`config.mk`:
```
export PLATFORM = sky130hd
export DESIGN_NAME = hb_gate_ctrl
export DESIGN_NICKNAME = d
export VERILOG_FILES = /design/src/rtl/hb_pkg.sv /design/src/rtl/hb_sync.sv /design/src/rtl/hb_decode.sv /design/src/rtl/hb_deadtime.sv /design/src/rtl/hb_gate_ctrl.sv
export SDC_FILE = /design/constraint.sdc
export NUM_CORES = 1
export LEC_CHECK = 0
export BUFFER_PORTS_ARGS = -buffer_cell sky130_fd_sc_hd__buf_2
export CORE_AREA = 2 2 39 41
export DETAILED_ROUTE_END_ITERATION = 8
export DIE_AREA = 0 0 41 43
export GPL_TIMING_DRIVEN = 0
export PLACE_DENSITY = 0.67
export SLEW_MARGIN = 20
export SYNTH_ARGS = -nofsm -noshare
export SYNTH_HDL_FRONTEND = slang
export SYNTH_SLANG_ARGS = --single-unit
```
`constraint.sdc`:
```
create_clock -name clk -period 2.1 [get_ports clk]
set_input_delay 0 -clock clk [delete_from_list [all_inputs] [get_ports clk]]
set_output_delay 0 -clock clk [all_outputs]
set_load 0.01 [all_outputs]
```
`src/rtl/hb_pkg.sv`:
```
// Package: hb_pkg
// Shared types for the half-bridge gate command logic.
// Assumes one leg per instance; the request code is internal only.
package hb_pkg;

    // Decoded leg request after synchronization and polarity handling.
    typedef enum logic [1:0] {
        REQ_OFF  = 2'd0,
        REQ_LOW  = 2'd1,
        REQ_HIGH = 2'd2
    } leg_req_e;

endpackage

```
`src/rtl/hb_sync.sv`:
```
// Module: hb_sync
// Two-flop synchronizer for a vector of asynchronous inputs.
// Each bit resets to its own value from RST_VAL, so that every
// signal starts from its safe, inactive state.
// Assumes inputs are level signals held for several clock cycles.
module hb_sync #(
    parameter int          WIDTH   = 3,
    parameter logic [WIDTH-1:0] RST_VAL = '0
) (
    input  logic             clk,
    input  logic             rst_n,
    input  logic [WIDTH-1:0] d,
    output logic [WIDTH-1:0] q
);

    generate
        for (genvar i = 0; i < WIDTH; i++) begin : g_bit
            logic meta_q;
            logic stable_q;

            // Two-stage capture of one input bit.
            always_ff @(posedge clk) begin
                if (!rst_n) begin
                    meta_q   <= RST_VAL[i];
                    stable_q <= RST_VAL[i];
                end else begin
                    meta_q   <= d[i];
                    stable_q <= meta_q;
                end
            end

            assign q[i] = stable_q;
        end
    endgenerate

endmodule

```
`src/rtl/hb_decode.sv`:
```
// Module: hb_decode
// Combinational decode of the synchronized commands into a leg request.
// The upper command is active high and the lower command is active low.
// A stop, conflicting commands, or no command all map to REQ_OFF.
module hb_decode
    import hb_pkg::*;
(
    input  logic     hi_on,
    input  logic     lo_on_n,
    input  logic     run_n,
    output leg_req_e req
);

    logic hi_act;
    logic lo_act;

    assign hi_act = hi_on;
    assign lo_act = !lo_on_n;

    // Priority: stop first, then interlock, then single-side request.
    always_comb begin
        if (!run_n) begin
            req = REQ_OFF;
        end else if (hi_act && lo_act) begin
            req = REQ_OFF;
        end else if (lo_act) begin
            req = REQ_LOW;
        end else if (hi_act) begin
            req = REQ_HIGH;
        end else begin
            req = REQ_OFF;
        end
    end

endmodule

```
`src/rtl/hb_deadtime.sv`:
```
// Module: hb_deadtime
// Registered gate outputs with a single shared dead-time counter.
// Any gate turning off reloads the counter to DEAD_CYCLES. While both
// gates are off the counter counts down, and a turn-on is granted only
// once it has reached zero. Reset preloads the counter.
// Assumes DEAD_CYCLES >= 1.
module hb_deadtime
    import hb_pkg::*;
#(
    parameter int DEAD_CYCLES = 18
) (
    input  logic     clk,
    input  logic     rst_n,
    input  leg_req_e req,
    output logic     lo_gate,
    output logic     hi_gate
);

    localparam int CW  = $clog2(DEAD_CYCLES + 1);
    localparam int IW  = $clog2(DEAD_CYCLES + 2);
    localparam logic [CW-1:0] CNT_LOAD = CW'(DEAD_CYCLES);
    localparam logic [IW-1:0] IDLE_MAX = IW'(DEAD_CYCLES + 1);

    logic [CW-1:0] wait_cnt;
    logic          lo_q;
    logic          hi_q;

    // Gate state and dead-time counter update.
    always_ff @(posedge clk) begin
        if (!rst_n) begin
            lo_q     <= 1'b0;
            hi_q     <= 1'b0;
            wait_cnt <= CNT_LOAD;
        end else if (lo_q && req != REQ_LOW) begin
            lo_q     <= 1'b0;
            wait_cnt <= CNT_LOAD;
        end else if (hi_q && req != REQ_HIGH) begin
            hi_q     <= 1'b0;
            wait_cnt <= CNT_LOAD;
        end else if (!lo_q && !hi_q) begin
            if (wait_cnt != '0) begin
                wait_cnt <= wait_cnt - 1'b1;
            end else if (req == REQ_LOW) begin
                lo_q <= 1'b1;
            end else if (req == REQ_HIGH) begin
                hi_q <= 1'b1;
            end
        end
    end

    assign lo_gate = lo_q;
    assign hi_gate = hi_q;

    // Independent idle tracker used only by the assertions below.
    logic [IW-1:0] idle_chk;

    // Counts edges with both gates off, saturating at DEAD_CYCLES+1.
    always_ff @(posedge clk) begin
        if (!rst_n) begin
            idle_chk <= '0;
        end else if (lo_q || hi_q) begin
            idle_chk <= '0;
        end else if (idle_chk != IDLE_MAX) begin
            idle_chk <= idle_chk + 1'b1;
        end
    end

    assert_no_overlap_R6: assert property (@(posedge clk) disable iff (!rst_n)
        !(lo_q && hi_q));

    assert_lo_rise_after_dead_R7: assert property (@(posedge clk) disable iff (!rst_n)
        $rose(lo_q) |-> (idle_chk == IDLE_MAX));

    assert_hi_rise_after_dead_R7: assert property (@(posedge clk) disable iff (!rst_n)
        $rose(hi_q) |-> (idle_chk == IDLE_MAX));

endmodule

```
`src/rtl/hb_gate_ctrl.sv`:
```
// Module: hb_gate_ctrl
// Top of the half-bridge command interlock. The three inputs are
// synchronized, decoded into a single leg request, and passed to the
// dead-time stage, which owns the gate registers.
// Assumes inputs are asynchronous to clk and DEAD_CYCLES >= 1.
module hb_gate_ctrl
    import hb_pkg::*;
#(
    parameter int DEAD_CYCLES = 18
) (
    input  logic clk,
    input  logic rst_n,
    input  logic hi_cmd,
    input  logic lo_cmd_n,
    input  logic halt_n,
    output logic lo_gate,
    output logic hi_gate
);

    // Bit order in the synchronizer: {halt_n, lo_cmd_n, hi_cmd}.
    localparam int NSYNC = 3;
    localparam logic [NSYNC-1:0] SYNC_RST = 3'b010;

    logic [NSYNC-1:0] raw_in;
    logic [NSYNC-1:0] sync_in;
    leg_req_e         req;

    assign raw_in = {halt_n, lo_cmd_n, hi_cmd};

    hb_sync #(
        .WIDTH   (NSYNC),
        .RST_VAL (SYNC_RST)
    ) u_sync (
        .clk   (clk),
        .rst_n (rst_n),
        .d     (raw_in),
        .q     (sync_in)
    );

    hb_decode u_decode (
        .hi_on   (sync_in[0]),
        .lo_on_n (sync_in[1]),
        .run_n   (sync_in[2]),
        .req     (req)
    );

    hb_deadtime #(
        .DEAD_CYCLES (DEAD_CYCLES)
    ) u_dead (
        .clk     (clk),
        .rst_n   (rst_n),
        .req     (req),
        .lo_gate (lo_gate),
        .hi_gate (hi_gate)
    );

    assert_reset_off_R1: assert property (@(posedge clk)
        !rst_n |=> (!lo_gate && !hi_gate));

    assert_halt_off_R2: assert property (@(posedge clk) disable iff (!rst_n)
        !sync_in[2] |=> (!lo_gate && !hi_gate));

    assert_interlock_R3: assert property (@(posedge clk) disable iff (!rst_n)
        (sync_in[0] && !sync_in[1]) |=> (!lo_gate && !hi_gate));

    assert_idle_off_R4: assert property (@(posedge clk) disable iff (!rst_n)
        (!sync_in[0] && sync_in[1]) |=> (!lo_gate && !hi_gate));

    assert_lo_only_R5: assert property (@(posedge clk) disable iff (!rst_n)
        lo_gate |-> $past(sync_in[2] && !sync_in[1] && !sync_in[0]));

endmodule

```
* Yosys cells after proc, flatten, opt, wreduce, memory -nomap -nowiden *
Cells that the tools add are included.

storage, ports and cells
  bits in registers = 13
  bits of input ports = 5
  output and inout bits = 2
  word-level logic and storage cells = 44

cells by class
  $add $sub $neg = 1
  eq/ne operators = 6
  muxes and demuxes = 9
  bitwise logic cells = 4
  reduce and logical (&&, ||, !) cells = 15

operators by type and width
  kind                                                                   number
  2-bit 2-to-1 mux                                                       4
  2-bit by 1-bit != test with 1-bit output, second input constant        3
  1-bit 2-to-1 mux                                                       5
  5-bit AND reduction                                                    1
  5-bit nonzero test                                                     1
  5-bit by 1-bit subtractor with 5-bit output, second input constant     1
  1-bit logical AND                                                      4
  1-bit inverter                                                         4
  4-bit AND reduction                                                    1
  2-bit nonzero test                                                     2
  1-bit zero test                                                        3
  3-bit OR reduction                                                     1
  2-bit by 1-bit equality test with 1-bit output, second input constant  1
  2-bit equality test, second input constant                             1
  2-bit != test, second input constant                                   1
  2-bit AND reduction                                                    1
  2-bit OR reduction                                                     1

* Longest topological paths before layout *
  depth in word-level cells = 10
  mapped depth = 5
  depth with buffers taken out = 5

* Hierarchy *
Synthesis repeated with hierarchy kept, for this count alone.

second synthesis, totals
  cell total of the unflattened synthesis = 56
  area total of the unflattened synthesis = 538.0 um^2

by module, submodules not included
  module       instances  cells an instance  area each (um^2)  seq. area each (um^2)
  hb_deadtime  1          39                 339.1             140.1
  hb_sync      1          15                 180.2             120.1
  hb_decode    1          2                  18.8              0.0

* Least setup slack after synthesis *
No wires, ideal clock.

  path type = flip-flop to flip-flop
  from = reg u_dead.hi_q (netlist: u_dead.hi_gate)
  to = reg u_dead.wait_cnt[1]
  setup time = 0.127 ns
  data arrival time = 1.437 ns
  required time = 1.973 ns
  path slack = 0.536 ns
  cell stages (with the launch flop) = 4
  path buffers = 0
  period minus slack after synthesis = 1.564 ns
  cell sequence = dfxtp_1 > or4b_1 > a31o_1 > or3b_1

between the ends
  word-level cells in the longest chain between the ends = 3
  elaborated cells between the ends (all ways) = 5
  classes of those cells = reduce/logical: 5

RTL lines
  element                               line               RTL
  start, declared                       hb_deadtime.sv:26  logic hi_q;
  start signal, assigned                hb_deadtime.sv:32  hi_q <= 1'b0;
  start signal, assigned                hb_deadtime.sv:38  hi_q <= 1'b0;
  start signal, assigned                hb_deadtime.sv:46  hi_q <= 1'b1;
  1-bit zero test                       hb_deadtime.sv:40  end else if (!lo_q && !hi_q) begin
  1-bit logical AND                     hb_deadtime.sv:40
  2-bit AND reduction (no source line)  --
  end signal, assigned                  hb_deadtime.sv:42  wait_cnt <= wait_cnt - 1'b1;
  end, declared                         hb_deadtime.sv:24  logic [CW-1:0] wait_cnt;

Several ways; a longest one is shown, not always the timed one.
A chain may end at the register's enable or synchronous reset.

* Worst setup path in the final report *
  from = reg u_dead.wait_cnt[0]
  to = reg u_dead.wait_cnt[1]

between the ends
  word-level cells in the longest chain between the ends = 2
  elaborated cells between the ends (all ways) = 3
  classes of those cells = add/sub: 1; reduce/logical: 2

RTL lines
  element
  parallel branches: the longest is 2 deep, another holds 5-bit by 1-bit subtractor with 5-bit output

Several ways; the timed one is not identified.

==> flow_summary.yaml <==
status:
  status: "completed"
cells_and_area:
  nNetsFinal: 77
  final_area_um2: 656
  layout.filler_cells: 145
  multi_input_area_um2: 244
  syn2layout_area_growth_pct: 24.2
  ff_latch_area_um2: 260
  diodes: 0
  layout.cells.non_filler: 86
  drive_gt1_share_pct: 21.4
cts:
  cts_buffers: 3
  cts_tree: "built"
  clk_latency_ns: 0.28
  ctsLongestPathBuffers: 2
  cts_root_buffer: "clkbuf_4"
  postCtsSetupRepairBufs: 0
  h-tree-depth: 1
  hold_buffers: 5
  cts.sinks: 13
  clkTransAtPathRegs_ns: 0.08
  post_cts_resized: 0
floorplanning:
  initial_core_util_pct: 38.2
  fp.dieArea_um2: 1760
  die_x_um: 41
  die_h_um: 43
  coreArea_um2: 1380
  io_pins: 7
  rows: 14
setup_path:
  critPathArrivalTime_ns: 1.85
  cp-end-kind: "flip-flop"
  critPathKind: "flip-flop to flip-flop"
  cp.required_ns: 2.27
  crit_fanout: 8
  crit_path_start_kind: "flip-flop"
  rrSetupSlack_ns: 0.42
placement:
  hpwl_um: 619
  dp.cells: 77
  port_buffers: 6
  placed_cell_area_um2: 578
  routabilityCongestion: 0.804
global_route:
  grt_pass1_wl_um: 1530
  grt_max_degree: 9
  grtUsageTotal_pct: 13.8
  grt_pass1_vias: 388
  antenna_found_initial: 0
  grt-ovfl-total: 0
timing:
  tightest_slew_ns: 0.642
  fin_hold_ws_ns: 0.415
  slew_viol_final: 0
  hold_violations: 0
  clock.fmax_mhz: 596
  finalClockSkew_ns: 0.000278
  relSlewSlack_pct: 57.1
  rsz0062_at_grt: "no"
  setup_viol: 0
  fin_crit_ns: 1.68
  fin_setup_tns_ns: 0
  period_share_pct: 80.0
power_and_ir_drop:
  peakVddDrop_mv: 0.281
  power_leakage_nw: 0.268
  powerDensity_nw_per_um2: 757
detailed_routing:
  wl_per_cell_um: 11.7
  drtIter0Drc: 11
  drcViolationCount: 0
  met3WireLength_um: 52
  wl_met2_um: 480
  vias_per_cell: 4.97
  antenna_left: 0
  top_layer: "met4"
  vias: 427
  routed_wl_um: 1010
  wirelength_met1_um: 459
  drt_first_pass_iters: 4
flow_run:
  maxCapViolCount: 0
synthesis:
  synthFlopType: "dfxtp_1"
  synth_edf_count: 0
  async_reset_ff_share_pct: 0
  syn_nets: 61
  synth_area_um2: 528
  syn-instance-count: 55
  synth_seq_cells: 13
  yosysSeqAreaShare_pct: 49.3
  yosysWarnings: 0
  syn_avg_cell_area_um2: 9.60
  yosysUniqueCellTypes: 23
hold_path:
  holdCritPathClass: "flip-flop to flip-flop"
per-layer routing:
layer	global-route usage, %	vias up
met1	12.2	193
met2	21.3	9
met3	9.42	2
met5	0	-
met4	8.67	0
li1	-	223
state kept, by name, summed over array words and instances, names as in the netlist:
| register | flops |
|---|---|
| u_dead.wait_cnt | 5 |
| u_dead.hi_gate | 1 |
| u_dead.lo_gate | 1 |
| u_sync.g_bit.stable_q | 3 |
| u_sync.g_bit.meta_q | 3 |
per-stage QoR:
stage	setup slack (ns)	utilization, %	power, mW
floorplan	0.536	-	0.325
global placement	0.460	41.8	0.338
detailed placement	0.470	41.8	0.340
CTS	0.435	47.4	0.503
global route	0.336	47.4	0.530
finish	0.421	47.4	0.496
critical path, stage by stage, from the launching register on:
cell	delay (ns)
dfxtp_1	0.33
inv_1	0.06
ha_1	0.16
nor4b_2	0.54
nor3_1	0.10
or3b_1	0.38
power breakdown:
part	total (mW)	switching, mW	leakage (nW)	internal (mW)
clock	0.154	0.0836	0.0177	0.0708
sequential	0.281	0.0151	0.107	0.266
combinational	0.0602	0.0241	0.143	0.0362
cell usage after synthesis, drive strengths merged, types with 3 or more instances:
cell type / count / area share, %
a21oi: 4 / 3.8
and2: 4 / 4.7
dfxtp: 13 / 49
inv: 5 / 3.6
nand2: 3 / 2.1
nand2b: 3 / 3.6
o21ai: 4 / 3.8
or3: 3 / 3.6
or3b: 3 / 5.0
final cells by class:
type                            count  area share [%]
Buffer                              1           0.763
Clock buffer                        3            3.44
Clock inverter                      1           0.763
Inverter                            5            2.86
Multi-Input combinational cell     36            37.2
Sequential cell                    13            39.7
Tap cell                           16            3.05
Timing Repair Buffer               11            12.2
worst paths after layout:
check                         startpoint                        to  depth (start not counted)
setup / recovery      u_dead.wait_cnt[0]        u_dead.wait_cnt[1]                          5
hold / removal    u_sync.g_bit[1].meta_q  u_sync.g_bit[1].stable_q                          1
setup reg to reg      u_dead.wait_cnt[0]        u_dead.wait_cnt[1]                          5
hold reg to reg   u_sync.g_bit[1].meta_q  u_sync.g_bit[1].stable_q                          1
logic make-up (layout without fill, tap and decap cells):
| logic type | after synthesis | after routing | synth area share (%) |
|---|---|---|---|
| AND/OR/NAND/NOR | 23 | 23 | 30.1 |
| adder cells (fa/ha/maj) | 1 | 1 | 2.37 |
| AO/OA/AOI/OAI | 12 | 12 | 13.7 |
| buffers and inverters | 6 | 21 | 4.50 |
| flip-flops | 13 | 13 | 49.3 |
cells in the final DEF, fill, tap and decap left out:
| master | synthesis | layout |
|---|---|---|
| nor4b_2 | 1 | 1 |
| o21ai_0 | 4 | 4 |
| a211oi_1 | 1 | 1 |
| or2_2 | 1 | 1 |
| or4_1 | 1 | 1 |
| nand2b_1 | 3 | 3 |
| or3_1 | 3 | 3 |
| dlygate4sd3_1 | 0 | 5 |
| and3_1 | 1 | 1 |
| or3b_1 | 1 | 1 |
| or3b_2 | 2 | 2 |
| o32ai_1 | 1 | 1 |
| and2_1 | 4 | 4 |
| or4b_1 | 1 | 1 |
| clkinv_2 | 0 | 1 |
| buf_2 | 1 | 7 |
| ha_1 | 1 | 1 |
| o31ai_1 | 1 | 1 |
| a31o_1 | 1 | 1 |
| nor3_1 | 1 | 1 |
| clkbuf_4 | 0 | 3 |
| inv_1 | 5 | 5 |
| nand2_1 | 3 | 3 |
| dfxtp_1 | 13 | 13 |
| nand4b_1 | 1 | 1 |
| a21oi_1 | 4 | 4 |
Note: power is estimated with default switching activity, not from simulation.
